--- src/rtl/acq_pkg.sv ---
package acq_pkg;

  localparam int MAX_ADDR_W = 17;

  typedef enum logic [2:0] {
    SZ_128K = 3'd0,
    SZ_16K  = 3'd1,
    SZ_4K   = 3'd2,
    SZ_2K   = 3'd3,
    SZ_1K   = 3'd4,
    SZ_512  = 3'd5,
    SZ_256  = 3'd6,
    SZ_128  = 3'd7
  } size_code_e;

  typedef enum logic {
    WIN_IDLE = 1'b0,
    WIN_RUN  = 1'b1
  } win_state_e;

  // log2 of the page size selected by a code
  function automatic int size_log2(input logic [2:0] code);
    int sh;
    case (code)
      3'd0:    sh = 17;
      3'd1:    sh = 14;
      default: sh = 14 - int'(code);
    endcase
    return sh;
  endfunction

  // highest address inside the page
  function automatic logic [MAX_ADDR_W-1:0] page_last(input logic [2:0] code);
    logic [MAX_ADDR_W:0] span;
    span = (MAX_ADDR_W+1)'(1) << size_log2(code);
    return MAX_ADDR_W'(span - 1'b1);
  endfunction

endpackage

--- src/rtl/acq_trig_delay.sv ---
module acq_trig_delay #(
  parameter int DLY_W = 8
) (
  input  logic             clk,
  input  logic             rst,
  input  logic             trig_i,
  input  logic [DLY_W-1:0] dly_i,
  output logic             fire_o
);

  logic             busy_q;
  logic [DLY_W-1:0] cnt_q;
  logic             fire_q;

  // one pending slot: load on trigger, count down, then emit one pulse
  always_ff @(posedge clk) begin
    if (rst) begin
      busy_q <= 1'b0;
      cnt_q  <= '0;
      fire_q <= 1'b0;
    end else begin
      fire_q <= 1'b0;
      if (busy_q) begin
        if (cnt_q == '0) begin
          fire_q <= 1'b1;
          busy_q <= 1'b0;
        end else begin
          cnt_q <= cnt_q - 1'b1;
        end
      end else if (trig_i) begin
        busy_q <= 1'b1;
        cnt_q  <= dly_i;
      end
    end
  end

  assign fire_o = fire_q;

endmodule

--- src/rtl/acq_addr_gen.sv ---
module acq_addr_gen #(
  parameter int ADDR_W = 17
) (
  input  logic              clk,
  input  logic              rst,
  input  logic              clear,
  input  logic              step,
  input  logic [ADDR_W-1:0] last_idx,
  output logic [ADDR_W-1:0] addr,
  output logic              at_last
);

  logic [ADDR_W-1:0] addr_q;

  assign at_last = (addr_q == last_idx);

  always_ff @(posedge clk) begin
    if (rst || clear) begin
      addr_q <= '0;
    end else if (step) begin
      addr_q <= at_last ? '0 : addr_q + 1'b1;
    end
  end

  assign addr = addr_q;

endmodule

--- src/rtl/acq_window_ctrl.sv ---
module acq_window_ctrl
  import acq_pkg::*;
#(
  parameter int DLY_W  = 8,
  parameter int ADDR_W = MAX_ADDR_W
) (
  input  logic              clk,
  input  logic              rst,
  input  logic              smp_en,
  input  logic              start_i,
  input  logic              stop_i,
  input  logic [DLY_W-1:0]  cfg_start_dly,
  input  logic [DLY_W-1:0]  cfg_stop_dly,
  input  logic              cfg_free_run,
  input  logic              cfg_wrap,
  input  logic [2:0]        cfg_size,
  output logic              active,
  output logic              wr_en,
  output logic [ADDR_W-1:0] wr_addr,
  output logic              done,
  output logic [ADDR_W-1:0] last_addr
);

  localparam int N_TRIG = 2;

  logic [N_TRIG-1:0]       trig_in;
  logic [N_TRIG-1:0]       trig_fire;
  logic [DLY_W-1:0]        trig_dly [N_TRIG];

  assign trig_in[0]  = start_i;
  assign trig_in[1]  = stop_i;
  assign trig_dly[0] = cfg_start_dly;
  assign trig_dly[1] = cfg_stop_dly;

  for (genvar g = 0; g < N_TRIG; g++) begin : g_dly
    acq_trig_delay #(.DLY_W(DLY_W)) dly_i (
      .clk    (clk),
      .rst    (rst),
      .trig_i (trig_in[g]),
      .dly_i  (trig_dly[g]),
      .fire_o (trig_fire[g])
    );
  end

  logic start_fire, stop_fire;
  assign start_fire = trig_fire[0];
  assign stop_fire  = trig_fire[1];

  win_state_e        state_q;
  logic              held_q;
  logic              done_q;
  logic [ADDR_W-1:0] last_q;
  logic [ADDR_W-1:0] prev_q;
  logic [ADDR_W-1:0] addr;
  logic              at_last;
  logic [ADDR_W-1:0] last_idx;
  logic              running, go, limit_end, end_run;

  assign last_idx  = ADDR_W'(page_last(cfg_size));
  assign running   = (state_q == WIN_RUN);
  assign wr_en     = running && smp_en;
  assign limit_end = wr_en && at_last && !cfg_free_run && !cfg_wrap;
  assign end_run   = running && (stop_fire || limit_end);
  assign go        = !running && (start_fire || (cfg_free_run && !held_q));

  acq_addr_gen #(.ADDR_W(ADDR_W)) addr_i (
    .clk      (clk),
    .rst      (rst),
    .clear    (go),
    .step     (wr_en),
    .last_idx (last_idx),
    .addr     (addr),
    .at_last  (at_last)
  );

  always_ff @(posedge clk) begin
    if (rst) begin
      state_q <= WIN_IDLE;
      held_q  <= 1'b0;
      done_q  <= 1'b0;
      last_q  <= '0;
      prev_q  <= '0;
    end else begin
      done_q <= 1'b0;
      if (!running) begin
        if (go) begin
          state_q <= WIN_RUN;
          held_q  <= 1'b0;
          prev_q  <= '0;
        end
      end else begin
        if (wr_en) prev_q <= addr;
        if (end_run) begin
          state_q <= WIN_IDLE;
          held_q  <= 1'b1;
          done_q  <= 1'b1;
          last_q  <= wr_en ? addr : prev_q;
        end
      end
    end
  end

  assign active    = running;
  assign wr_addr   = addr;
  assign done      = done_q;
  assign last_addr = last_q;

endmodule

--- config.mk ---
export PLATFORM = sky130hd
export DESIGN_NAME = acq_window_ctrl
export DESIGN_NICKNAME = d
export VERILOG_FILES = /design/src/rtl/acq_pkg.sv /design/src/rtl/acq_trig_delay.sv /design/src/rtl/acq_addr_gen.sv /design/src/rtl/acq_window_ctrl.sv
export SDC_FILE = /design/constraint.sdc
export NUM_CORES = 1
export LEC_CHECK = 0
export ABC_AREA = 1
export BUFFER_PORTS_ARGS = -buffer_cell sky130_fd_sc_hd__buf_4
export CAP_MARGIN = 20
export CORE_UTILIZATION = 35
export DETAILED_ROUTE_END_ITERATION = 6
export HOLD_SLACK_MARGIN = 0.15
export SLEW_MARGIN = 20
export SYNTH_ARGS = -nofsm -noshare
export SYNTH_HDL_FRONTEND = slang
export SYNTH_HIERARCHICAL = 1
export SYNTH_SLANG_ARGS = --single-unit
--- constraint.sdc ---
create_clock -name clk -period 3.64 [get_ports clk]
set_input_delay 0.182 -clock clk [delete_from_list [all_inputs] [get_ports clk]]
set_output_delay 0.182 -clock clk [all_outputs]
set_load 0.01 [all_outputs]
# ---- Word-level counts from Yosys, hierarchy flattened
# Cells that the tools add are included.
dict set report classes {
  add_sub_neg 5
  mul 0
  div_mod_pow 0
  magnitude_cmp 0
  eq_ne 5
  shift 1
  muxes 26
  bitwise_logic 3
  reduce_logical 27
}
# operator count
set ops {}
lappend ops {{$mux 17} 4}
lappend ops {{$pmux 32 s2} 1}
lappend ops {{$mux 8} 6}
lappend ops {{$shl 1x32->17 const A} 1}
lappend ops {{$add 17x1->17 const B} 1}
lappend ops {{$eq 17x17->1} 1}
lappend ops {{$sub 17x1->17 const B} 1}
lappend ops {{$logic_not 8->1} 2}
lappend ops {{$sub 8x1->8 const B} 2}
lappend ops {{$mux 1} 15}
lappend ops {{$reduce_and 2->1} 4}
lappend ops {{$logic_and 1x1->1} 7}
lappend ops {{$reduce_bool 2->1} 3}
lappend ops {{$reduce_or 2->1} 3}
lappend ops {{$sub 4x3->5 const A} 1}
lappend ops {{$logic_not 1->1} 4}
lappend ops {{$ne 2x2->1 const B} 2}
lappend ops {{$eq 3x1->1 const B} 1}
lappend ops {{$logic_not 3->1} 1}
lappend ops {{$logic_or 1x1->1} 3}
lappend ops {{$not 1->1} 3}
lappend ops {{$ne 2x1->1 const B} 1}
dict set report word_totals {
  register_bits 74
  latchBits 0
  ram_bits 0
  rom_bits 0
  elab_cells 79
  mem_count 0
}

# ---- Depth between registers and ports, before layout
dict set report logic_depth {
  depth_word 12
  depth_mapped 29
}

# ---- Modules after synthesis
# The synthesis kept the hierarchy.
# mod instances cells_each area_per_inst_um2 seq_area_each_um2
set modules_own_cells {}
lappend modules_own_cells {acq_window_ctrl 1 280 1893.1 740.7}
lappend modules_own_cells {acq_trig_delay 2 92 596.8 200.2}
lappend modules_own_cells {acq_addr_gen 1 167 1134.8 340.3}

# ---- Worst setup path before layout
# No wires, ideal clock.
dict set report synth_path {
  path_type {input to register}
  start {input port cfg_size[1]}
  end {register last_q[7], in the netlist last_addr[7]}
  setup_ns 0.126
  t_arrival_ns 2.921
  slack_ns 0.594
  cell_stages 26
  n_path_buf 1
  path_cell_list {inv_1 > ha_1 > nand2_1 > a21oi_1 > nand2_1 > nor2_1 > nand2_1 > ha_1 > inv_1 > nor2_4 > nand2_1 > nand2_1 > o21ai_1 > inv_1 > nand2_1 > nand2_1 > nor2_1 > nand2_1 > nor2_2 > and3_2 > nand2_1 > o31ai_4 > nand2_2 > buf_2 > nand3_1 > o21ai_0}
}
dict set report synth_via {
  elab_chain_cells 11
  elab_cells_between_ends 13
}
# element line
set synth_rtl {}
lappend synth_rtl {{start, declared} acq_window_ctrl.sv:16} ;# input logic [2:0] cfg_size,
lappend synth_rtl {{$sub 4x3->5 (tied with other cells)} acq_pkg.sv:27} ;# default: sh = 14 - int'(code);
lappend synth_rtl {{$pmux 32 s2 (*)} acq_pkg.sv:24} ;# case (code)
lappend synth_rtl {{$shl 1x32->17 (*)} acq_pkg.sv:35} ;# span = (MAX_ADDR_W+1)'(1) << size_log2(code);
lappend synth_rtl {{$sub 17x1->17 (*)} acq_pkg.sv:36} ;# return MAX_ADDR_W'(span - 1'b1);
lappend synth_rtl {{named net last_idx[4]} acq_window_ctrl.sv:56} ;# logic [ADDR_W-1:0] last_idx;
lappend synth_rtl {{$eq 17x17->1 (*)} acq_addr_gen.sv:15} ;# assign at_last = (addr_q == last_idx);
lappend synth_rtl {{named net at_last} acq_window_ctrl.sv:55} ;# logic at_last;
lappend synth_rtl {{$logic_and 1x1->1 (*) (3 in series)} acq_window_ctrl.sv:62} ;# assign limit_end = wr_en && at_last && !cfg_free_run && !cfg_wrap;
lappend synth_rtl {{$logic_or 1x1->1 (*)} acq_window_ctrl.sv:63} ;# assign end_run = running && (stop_fire || limit_end);
lappend synth_rtl {{$logic_and 1x1->1 (*)} acq_window_ctrl.sv:63}
lappend synth_rtl {{$reduce_and 2->1 (no source line) (*)} --}
lappend synth_rtl {{end signal, assigned} acq_window_ctrl.sv:97} ;# last_q <= wr_en ? addr : prev_q;
lappend synth_rtl {{end, declared} acq_window_ctrl.sv:52} ;# logic [ADDR_W-1:0] last_q;
# Mark *: on every way through the listed nets, which the timed path passes. The rest lies on a longest branch.
# A chain may end at the register's enable or synchronous reset.

# ---- Worst setup path after layout
dict set report layout_path {
  start {input port cfg_size[0]}
  end {register last_q[16], in the netlist last_addr[16]}
}
# Same word-level chain as after synthesis.

==> results.toml <==
[pwr]
p_leak_uw = 0.00244
peakVddDrop_mv = 0.280
powerDensity_nw_per_um2 = 425

[sta]
rsz0062_at_grt = "false"
hold_viol = 0
skew_ps = 4.88
finalCriticalPeriod_ps = 3150
max_freq_ghz = 0.318
slew_headroom_pct = 48.3
slew_viol_final = 0
min_period_over_period_pct = 86.5
finalSetupTns_ps = 0
setup_viol_count_final = 0
worstMarginPinSlew_ps = 774
worst_slack_ps = 491

[die]
initial_utilization_pct = 36.5
chipWidth_um = 112
core_area_sq_um = 11600
row_count = 39
io_pins = 63
die_h_um = 112
fp.dieArea_sq_um = 12500

[logic_synthesis]
yosys_most_used_dff = "dfxtp_1"
seq_area_frac_synth_pct = 35.1
ys_seq_elements = 74
synth_top_area_share_pct = 35.1
synth.largest_area_cell = "dfxtp_1"
avgSynthCellArea_sq_um = 6.69
ys_top_cells_by_area = "dfxtp_1 (35%), nand2_1 (15%), inv_1 (6.8%), nand3_1 (6.2%), o21ai_0 (5.3%)"
synth_edf_count = 0
synthArstFlopShare_pct = 0
synth_most_common_cell = "nand2_1"
syn_inst = 631
synth_cell_types = 41
synth_warnings = 6
synth.top_cells.by_count = "nand2_1 (165), inv_1 (77), dfxtp_1 (74), nand3_1 (52), nor2_1 (49)"
syn_area_sq_um = 4220

[global_routing]
grt_pass1_vias = 3809
grt_remaining_overflow = 0
grt_pass1_wl_um = 17800
grt_max_degree = 31
grt_usage_pct = 17.6
antenna_found_initial = 0

[critical_path]
cp-start-kind = "input pin"
slowest_stage = "nand2_2"
cp.arrival_ps = 3360
crit_path_max_fanout = 18
crit_type = "input pin to flip-flop"
cpMostUsedCell = "nand2_1"
slowest_delay_ps = 290
endpoint_kind = "flip-flop"
cp.required_ps = 3850

[cells_and_area]
antenna_cells = 0
fin_nets = 731
final_core_util_pct = 44.7
fillerInstances = 1201
syn2layout_area_growth_pct = 22.4
finalInstanceArea_sq_um = 5170
drive_above_1_share_pct = 20.8

[clock_network]
htree_levels = 3
path_clk_slew_ps = 60
cts_buffers = 9
cts_tree = "yes"
cts_setup_buffers = 0
cts.sinks = 74
clk_path_buf_depth = 2
worstSkewPairLatency_ps = 340
cts-root-buf = "clkbuf_16"

[detailed_routing]
vias_per_cell = 4.79
dr_total_vias = 4047
totalWireLength_um = 10400
drc_errors = 4
drt-pass1-iter-count = 7
drt-initial-drc-count = 261
drtAntennaViolNets = 0
routedWlPerCell_um = 12.4

[place]
port_buffers = 62
place.gp.congestion = 0.831
dpl_worst_slack_ps = 84.8
dp_hpwl_um = 7650
dpl_cell_area_sq_um = 4810

[job]
maxCapViolCount = 0

[hold_path]
hold_class = "input pin to flip-flop"

[run_status]
status = "finished with violations"
violations = "DRC"
flip-flops by register name (all words and copies together) (netlist names):
register,flops
prev_q,17
last_addr,17
addr_i/addr,17
g_dly.dly_i/fire_o,2
held_q,1
done,1
g_dly.dly_i/cnt_q,16
active,1
g_dly.dly_i/busy_q,2
metal layers:
| layer | vias to the layer above | global-route usage, % | part of all wire [%] |
|---|---|---|---|
| li1 | 2129 | - | - |
| met1 | 1818 | 21.5 | 46 |
| met2 | 87 | 30.2 | 48 |
| met3 | 13 | 4.30 | 4.9 |
| met4 | 0 | 5.50 | 1.2 |
| met5 | - | 0 | 0 |
critical path: cells and delay by family:
| kind | cells | cell delay, ps |
|---|---|---|
| and+or+nand+nor | 18 | 2090 |
| adders and majority gates | 2 | 380 |
| buffers and inverters | 5 | 330 |
| AOI/OAI and AO/OA | 2 | 380 |
area by class of cell:
cell class	instances	area (sq um)	area share (%)
multi-input combinational	453	2320	45.0
sequential	74	1480	28.7
timing repair buffer	69	528	10.2
inverter	91	347	6.71
clock buffer	10	229	4.43
tap	143	179	3.46
clock inverter	5	80.1	1.55
cells by family after synthesis:
logic type | Yosys count | share of synthesized area (%)
muxes | 1 | 0.237
and+or+nand+nor | 320 | 34.6
buffers and inverters | 106 | 10.3
AOI/OAI and AO/OA | 101 | 13.3
DFF | 74 | 35.1
xor gates and xnor gates | 21 | 4.36
other | 1 | 0.0888
adders and majority gates | 7 | 2.07
path summary, 6_finish.rpt:
check	start	cells past startpoint	to	slack, ps
setup reg to reg	addr_i/addr[5]$_SDFFE_PP0P_	12	last_addr[16]$_SDFFE_PP0P_	1440
setup / recovery	cfg_size[0]	27	last_addr[16]$_SDFFE_PP0P_	490
hold reg to reg	prev_q[9]$_SDFFE_PP0P_	2	prev_q[9]$_SDFFE_PP0P_	460
hold / removal	cfg_start_dly[2]	5	g_dly[0].dly_i/cnt_q[2]$_SDFFE_PP0P_	160
metrics by stage:
stage / power, uW / hold slack (ps) / cells
2_1_floorplan: 1180 / 251 / 633
3_3_place_gp: 1270 / 446 / 826
3_5_place_dp: 1270 / 452 / 826
4_1_cts: 2220 / 152 / 845
5_1_grt: 2320 / 193 / 845
6_report: 2200 / 163 / 845
cells in the final DEF, fill, tap and decap left out, types with 3 or more instances in the layout:
cell / count
nor3_2: 3
xor2_1: 11
dlygate4sd3_1: 4
nand2_1: 165
dfxtp_1: 74
clkbuf_16: 9
a21oi_1: 24
nor2_4: 3
a21oi_2: 4
o31ai_1: 3
inv_1: 77
o21ai_0: 45
xnor2_1: 10
ha_1: 7
o21ai_1: 16
nor2_2: 16
or2_2: 17
inv_2: 11
nor2_1: 48
nand2_4: 3
buf_4: 65
nand3_1: 52
conb_1: 3
power by group:
part / leakage (uW) / total [uW] / switching, uW / internal, uW
clock network: 0.000145 / 934 / 339 / 595
registers: 0.000602 / 881 / 34.4 / 846
logic: 0.00170 / 382 / 239 / 143
timing repair:
| item | in CTS | in global routing |
|---|---|---|
| setup endpoints to repair | 0 | 1 |
| gates resized for setup | 0 | 1 |
| hold buffers | 4 | 0 |
| hold endpoints to repair | 4 | 0 |
Power figures use the tool's default switching activity.
